**config.mk**
```make
export PLATFORM = sky130hd
export DESIGN_NAME = julia_engine
export DESIGN_NICKNAME = d
export VERILOG_FILES = /design/src/rtl/julia_pkg.sv /design/src/rtl/julia_scan.sv /design/src/rtl/julia_iter.sv /design/src/rtl/julia_engine.sv
export SDC_FILE = /design/constraint.sdc
export NUM_CORES = 2
export LEC_CHECK = 0
export CELL_PAD_IN_SITES_DETAIL_PLACEMENT = 1
export CELL_PAD_IN_SITES_GLOBAL_PLACEMENT = 1
export CORE_MARGIN = 8
export CORE_UTILIZATION = 50
export CTS_BUF_LIST = sky130_fd_sc_hd__clkbuf_2 sky130_fd_sc_hd__clkbuf_4 sky130_fd_sc_hd__clkbuf_8
export DETAILED_ROUTE_END_ITERATION = 10
export PLACE_DENSITY = 0.95
export SYNTH_ARGS = -nofsm -noshare
export SYNTH_HDL_FRONTEND = slang
export SYNTH_SLANG_ARGS = --single-unit
```
**constraint.sdc**
```tcl
create_clock -name clk -period 17.45 [get_ports clk]
set_clock_uncertainty 0.1 [all_clocks]
set_input_delay 1.745 -clock clk [delete_from_list [all_inputs] [get_ports clk]]
set_output_delay 1.745 -clock clk [all_outputs]
set_load 0.01 [all_outputs]
```
**src/rtl/julia_pkg.sv**
```systemverilog
package julia_pkg;

   typedef enum logic [1:0] {
      ST_IDLE = 2'd0,
      ST_ITER = 2'd1,
      ST_OUT  = 2'd2,
      ST_DONE = 2'd3
   } eng_state_e;

   localparam int NUM_CHAN = 3;

endpackage

```
**src/rtl/julia_scan.sv**
```systemverilog
module julia_scan #(
   parameter int DATA_W  = 16,
   parameter int FRAC_W  = 12,
   parameter int COORD_W = 10
) (
   input  logic                      clk,
   input  logic                      rst_n,
   input  logic                      restart,
   input  logic                      advance,
   input  logic [COORD_W-1:0]        cols,
   input  logic [COORD_W-1:0]        rows,
   input  logic signed [DATA_W-1:0]  inc_x,
   input  logic signed [DATA_W-1:0]  inc_y,
   output logic [COORD_W-1:0]        col_idx,
   output logic [COORD_W-1:0]        row_idx,
   output logic signed [DATA_W-1:0]  nxt_re,
   output logic signed [DATA_W-1:0]  nxt_im,
   output logic                      at_last
);

   localparam int WIN_MIN_I = -(3 * (1 << (FRAC_W - 1)));
   localparam logic signed [DATA_W-1:0] WIN_MIN = WIN_MIN_I[DATA_W-1:0];

   logic [COORD_W-1:0]       col_q, row_q, col_d, row_d;
   logic signed [DATA_W-1:0] re_q, im_q, re_d, im_d;
   logic                     row_end;

   assign row_end = (col_q == cols - 1'b1);
   assign at_last = row_end && (row_q == rows - 1'b1);

   always_comb begin
      col_d = col_q;
      row_d = row_q;
      re_d  = re_q;
      im_d  = im_q;
      if (restart) begin
         col_d = '0;
         row_d = '0;
         re_d  = WIN_MIN;
         im_d  = WIN_MIN;
      end else if (advance) begin
         if (row_end) begin
            col_d = '0;
            row_d = row_q + 1'b1;
            re_d  = WIN_MIN;
            im_d  = im_q + inc_y;
         end else begin
            col_d = col_q + 1'b1;
            re_d  = re_q + inc_x;
         end
      end
   end

   always_ff @(posedge clk or negedge rst_n) begin
      if (!rst_n) begin
         col_q <= '0;
         row_q <= '0;
         re_q  <= WIN_MIN;
         im_q  <= WIN_MIN;
      end else begin
         col_q <= col_d;
         row_q <= row_d;
         re_q  <= re_d;
         im_q  <= im_d;
      end
   end

   assign col_idx = col_q;
   assign row_idx = row_q;
   assign nxt_re  = re_d;
   assign nxt_im  = im_d;

endmodule

```
**src/rtl/julia_iter.sv**
```systemverilog
module julia_iter #(
   parameter int DATA_W = 16,
   parameter int FRAC_W = 12,
   parameter int CNT_W  = 8
) (
   input  logic                      clk,
   input  logic                      rst_n,
   input  logic                      load,
   input  logic                      step,
   input  logic signed [DATA_W-1:0]  z0_re,
   input  logic signed [DATA_W-1:0]  z0_im,
   input  logic signed [DATA_W-1:0]  k_re,
   input  logic signed [DATA_W-1:0]  k_im,
   output logic [CNT_W-1:0]          count,
   output logic                      finished
);

   localparam int PW = 2 * DATA_W;
   localparam logic [CNT_W-1:0] CNT_MAX = {CNT_W{1'b1}};
   localparam logic signed [PW-1:0] ESC_LIM = PW'(4) <<< FRAC_W;

   logic signed [DATA_W-1:0] zr_q, zi_q;
   logic [CNT_W-1:0]         cnt_q;

   logic signed [PW-1:0] wr, wi, wkr, wki;
   logic signed [PW-1:0] p_rr, p_ii, p_ri;
   logic signed [PW-1:0] sq_r, sq_i, cross2, mag;
   logic signed [PW-1:0] new_r_w, new_i_w;
   logic                 escaped;

   assign wr  = {{DATA_W{zr_q[DATA_W-1]}}, zr_q};
   assign wi  = {{DATA_W{zi_q[DATA_W-1]}}, zi_q};
   assign wkr = {{DATA_W{k_re[DATA_W-1]}}, k_re};
   assign wki = {{DATA_W{k_im[DATA_W-1]}}, k_im};

   assign p_rr   = wr * wr;
   assign p_ii   = wi * wi;
   assign p_ri   = wr * wi;
   assign sq_r   = p_rr >>> FRAC_W;
   assign sq_i   = p_ii >>> FRAC_W;
   assign cross2 = p_ri >>> (FRAC_W - 1);
   assign mag    = sq_r + sq_i;
   assign escaped = (mag > ESC_LIM);

   assign new_r_w = sq_r - sq_i + wkr;
   assign new_i_w = cross2 + wki;

   assign finished = escaped || (cnt_q == CNT_MAX);
   assign count    = cnt_q;

   always_ff @(posedge clk or negedge rst_n) begin
      if (!rst_n) begin
         zr_q  <= '0;
         zi_q  <= '0;
         cnt_q <= '0;
      end else if (load) begin
         zr_q  <= z0_re;
         zi_q  <= z0_im;
         cnt_q <= '0;
      end else if (step && !finished) begin
         zr_q  <= new_r_w[DATA_W-1:0];
         zi_q  <= new_i_w[DATA_W-1:0];
         cnt_q <= cnt_q + 1'b1;
      end
   end

endmodule

```
**src/rtl/julia_engine.sv**
```systemverilog
module julia_engine #(
   parameter int DATA_W  = 16,
   parameter int FRAC_W  = 12,
   parameter int CNT_W   = 8,
   parameter int COORD_W = 10
) (
   input  logic                      clk,
   input  logic                      rst_n,
   input  logic                      start,
   input  logic [COORD_W-1:0]        width,
   input  logic [COORD_W-1:0]        height,
   input  logic signed [DATA_W-1:0]  step_x,
   input  logic signed [DATA_W-1:0]  step_y,
   input  logic signed [DATA_W-1:0]  c_re,
   input  logic signed [DATA_W-1:0]  c_im,
   output logic                      pix_valid,
   input  logic                      pix_ready,
   output logic [COORD_W-1:0]        pix_x,
   output logic [COORD_W-1:0]        pix_y,
   output logic [CNT_W-1:0]          pix_r,
   output logic [CNT_W-1:0]          pix_g,
   output logic [CNT_W-1:0]          pix_b,
   output logic                      done
);
   import julia_pkg::*;

   if (FRAC_W < 2 || FRAC_W > DATA_W - 4) begin : g_bad_frac
      $error("julia_engine: FRAC_W must leave at least 4 integer bits");
   end
   if (CNT_W < 1 || COORD_W < 1) begin : g_bad_width
      $error("julia_engine: CNT_W and COORD_W must be positive");
   end

   eng_state_e state_q, state_d;

   logic [COORD_W-1:0]       w_q, h_q;
   logic signed [DATA_W-1:0] sx_q, sy_q, cre_q, cim_q;

   logic                     accept_start, handshake;
   logic                     scan_restart, scan_adv, scan_last;
   logic [COORD_W-1:0]       col_idx, row_idx;
   logic signed [DATA_W-1:0] nxt_re, nxt_im;
   logic                     it_load, it_step, it_fin;
   logic [CNT_W-1:0]         it_cnt;
   logic [CNT_W-1:0]         chan [NUM_CHAN];

   assign accept_start = (state_q == ST_IDLE) && start;
   assign handshake    = (state_q == ST_OUT) && pix_ready;

   assign scan_restart = accept_start;
   assign scan_adv     = handshake && !scan_last;
   assign it_load      = accept_start || scan_adv;
   assign it_step      = (state_q == ST_ITER);

   always_comb begin
      state_d = state_q;
      unique case (state_q)
         ST_IDLE: if (start) state_d = ST_ITER;
         ST_ITER: if (it_fin) state_d = ST_OUT;
         ST_OUT:  if (pix_ready) state_d = scan_last ? ST_DONE : ST_ITER;
         ST_DONE: state_d = ST_IDLE;
         default: state_d = ST_IDLE;
      endcase
   end

   always_ff @(posedge clk or negedge rst_n) begin
      if (!rst_n) begin
         state_q <= ST_IDLE;
         w_q     <= '0;
         h_q     <= '0;
         sx_q    <= '0;
         sy_q    <= '0;
         cre_q   <= '0;
         cim_q   <= '0;
      end else begin
         state_q <= state_d;
         if (accept_start) begin
            w_q   <= width;
            h_q   <= height;
            sx_q  <= step_x;
            sy_q  <= step_y;
            cre_q <= c_re;
            cim_q <= c_im;
         end
      end
   end

   julia_scan #(
      .DATA_W (DATA_W),
      .FRAC_W (FRAC_W),
      .COORD_W(COORD_W)
   ) u_scan (
      .clk    (clk),
      .rst_n  (rst_n),
      .restart(scan_restart),
      .advance(scan_adv),
      .cols   (w_q),
      .rows   (h_q),
      .inc_x  (sx_q),
      .inc_y  (sy_q),
      .col_idx(col_idx),
      .row_idx(row_idx),
      .nxt_re (nxt_re),
      .nxt_im (nxt_im),
      .at_last(scan_last)
   );

   julia_iter #(
      .DATA_W(DATA_W),
      .FRAC_W(FRAC_W),
      .CNT_W (CNT_W)
   ) u_iter (
      .clk     (clk),
      .rst_n   (rst_n),
      .load    (it_load),
      .step    (it_step),
      .z0_re   (nxt_re),
      .z0_im   (nxt_im),
      .k_re    (accept_start ? c_re : cre_q),
      .k_im    (accept_start ? c_im : cim_q),
      .count   (it_cnt),
      .finished(it_fin)
   );

   for (genvar ch = 0; ch < NUM_CHAN; ch++) begin : g_chan
      assign chan[ch] = it_cnt;
   end

   assign pix_valid = (state_q == ST_OUT);
   assign done      = (state_q == ST_DONE);
   assign pix_x     = col_idx;
   assign pix_y     = row_idx;
   assign pix_r     = chan[0];
   assign pix_g     = chan[1];
   assign pix_b     = chan[2];

endmodule

```
==> metrics.txt <==
status=finished, violations left; failing checks=max-capacitance violations, max-slew violations; Critical Path AT=13.06 ns; post_cts resized=0; GRT Util Overall=0.372; syn_nets=5357; Post-DRT Antenna Nets=0; dpl ws=5.42 ns; row cnt=100; Synth cell types=81; vias per cell=around 6.3; latest clock arrival within the worst-skew pair=between 0.5 and 0.6 ns; largest net degree at the start of global routing=approximately 110; Die Wd=slightly below 300 um; Initial DRT Pass Iterations=6; Async SR Flop Fraction=1.00; Final HPWL DP=108000 um; max-cap violation count=1; Root Buffer=clkbuf_8; top post-synthesis cells by area=fa_1 (38%), ha_1 (12%), dfrtp_1 (11%); Startpoint Class=register; # hold bufs at CTS=0; CP peak stage delay=~1.1 ns; Final WS setup=4.72 ns; total core area=74200 um^2; Post-Place Cell Area=39600 um^2; vias in the first global route=39000; Max stage delay cell, worst path=dfrtp_1; Synth top area share=0.379; via count=32700; Max-slew headroom=-0.0790; synthesized flop and latch total=178; clock slew at reported path FFs=0.12 ns; fraction of layout cells with a size suffix above 1=0.0336; Final Cycle Share=0.729; clock sink count=~180; starting density of the core=0.503; filler cell count=8532; Post-synth EDFFs=0; most used cell, CP=inv_1; Clock Path Buffers=2; post-route minimum period=12.73 ns; Synth Warn #=0; grt peak-use layer=met2; synthesis-to-finish area growth=7.14%; die height=289 um; antenna violations before repair=20; met2 usage=0.607; final instance area=approximately 40000 um^2; cells after synthesis=4212; H-Tree Level Count=4; main flop type after synthesis=dfrtp_1; first-pass GRT wire length=around 230000 um; Wirelength per Cell=29.0 um; # setup viols final=0; CP Max Fanout=24; die area=between 80000 and 90000 um^2; Hold Path Class=register to register; IO Port Bufs=133; DRC=0; Crit. End Element=register; I/O Pins=between 100 and 150; Routed WL=152000 um; CTS tree=built; dominant cell type by area after synthesis=fa_1; Slew Limit Fails=2; post-synthesis cell area=37300 um^2; most common cell in the netlist=inv_1; RSZ-0062 raised after global routing=no; sequential area share after synthesis=0.120; total grt overflow=0; post-CTS setup buffer count=0; GP Congestion=0.918; Worst EP required=about 18 ns; actual slew at the worst max-slew pin=1.61 ns; initial drt markers=3048; GRT met3 Usage=0.123; Final Hold Vio Count=0; nets=5389; Post-Syn Area per Cell=8.87 um^2; setup_tns=0 ns; Crit Path Category=register to register; Peak Freq=78.6 MHz; Post-synth top cells=inv_1 (960), fa_1 (707), nand2_1 (621); TritonCTS Buffers=17; GR Util met1=0.374
==> state kept, by name, summed over array words and instances (netlist names), 8 cells and up <==
signal / flops
cim_q: 16
cre_q: 16
sx_q: 16
sy_q: 16
u_iter.zi_q: 16
u_iter.zr_q: 16
u_scan.im_q: 16
u_scan.re_q: 16
h_q: 10
u_scan.col_idx: 10
u_scan.row_idx: 10
w_q: 10
u_iter.count: 8
==> metrics by stage <==
step | cells | util | hold slack [ns]
floorplan | 4212 | - | 0.346
global placement | 5194 | 0.533 | 0.363
detailed placement | 5194 | 0.533 | 0.368
CTS | 5226 | 0.539 | 0.406
global route | 5227 | 0.539 | 0.430
finish | 5236 | 0.539 | 0.405
==> per-layer routing <==
layer  share of wire  vias to the layer above
met1            0.31                    16500
met5         0.00083                        -
met2            0.47                     2278
met3           0.099                     1155
li1                -                    12800
met4            0.11                       18
==> path summary, 6_finish.rpt <==
| kind | startpoint | slack, ns | cells past startpoint | end |
|---|---|---|---|---|
| max | u_iter.zr_q[3]$_DFFE_PN0P_ | 4.72 | 36 | u_iter.zr_q[11]$_DFFE_PN0P_ |
| min | cim_q[3]$_DFF_PN0_ | 0.41 | 2 | cim_q[3]$_DFF_PN0_ |
| max reg2reg | u_iter.zr_q[3]$_DFFE_PN0P_ | 4.72 | 36 | u_iter.zr_q[11]$_DFFE_PN0P_ |
| min reg2reg | cim_q[3]$_DFF_PN0_ | 0.41 | 2 | cim_q[3]$_DFF_PN0_ |
| max in group asynchronous | rst_n | 14.40 | 2 | u_scan.im_q[8]$_DFF_PN0_ |
| min in group asynchronous | rst_n | 1.22 | 1 | u_iter.zr_q[12]$_DFFE_PN0P_ |
==> cell usage in the layout, fill, tap and decap left out, types with 31 or more instances in the layout <==
cell / n
fa_1: 707
nand2_1: 621
nor2_1: 227
a21oi_1: 113
inv_1: 960
nor3_1: 54
xnor2_1: 129
dfrtp_1: 170
nand3_1: 47
nand2b_1: 31
clkdlybuf4s50_1: 132
xor2_1: 53
o21ai_0: 98
and2_1: 114
buf_4: 49
ha_1: 350
==> final cells by class <==
cell class	count	area (um^2)	share of cell area
Antenna cell	10	25.0	0.000625
Tap cell	969	1210	0.0303
Inverter	970	3640	0.0910
Clock buffer	21	283	0.00707
Timing Repair Buffer	182	1700	0.0426
Clock inverter	11	145	0.00363
Multi-Input combinational cell	2895	28500	0.713
Sequential cell	178	4460	0.112
==> worst max-delay path, delay by kind of cell, from the launching register on <==
kind | cells | cell delay, ns
adders and majority gates | 8 | 3.38
AOI/OAI and AO/OA | 11 | 3.52
buffers and inverters | 7 | 1.09
and+or+nand+nor | 8 | 3.06
xor gates and xnor gates | 2 | 0.31
DFF | 1 | 1.14
==> cell families (layout without fill, tap and decap cells) <==
group | Yosys count | in the layout | share of synthesized area
simple gates | 1214 | 1214 | 0.145
mux | 22 | 22 | 0.00606
xor+xnor | 182 | 182 | 0.0427
fa+ha+maj | 1057 | 1057 | 0.496
other cells | 0 | 10 | 0
compound gates | 420 | 420 | 0.0736
flops | 178 | 178 | 0.120
buf+inv | 1139 | 1184 | 0.117
Power is left out: the tool's default activity adds up to more than one toggle a clock period on the data nets, which glitch-free logic cannot reach.
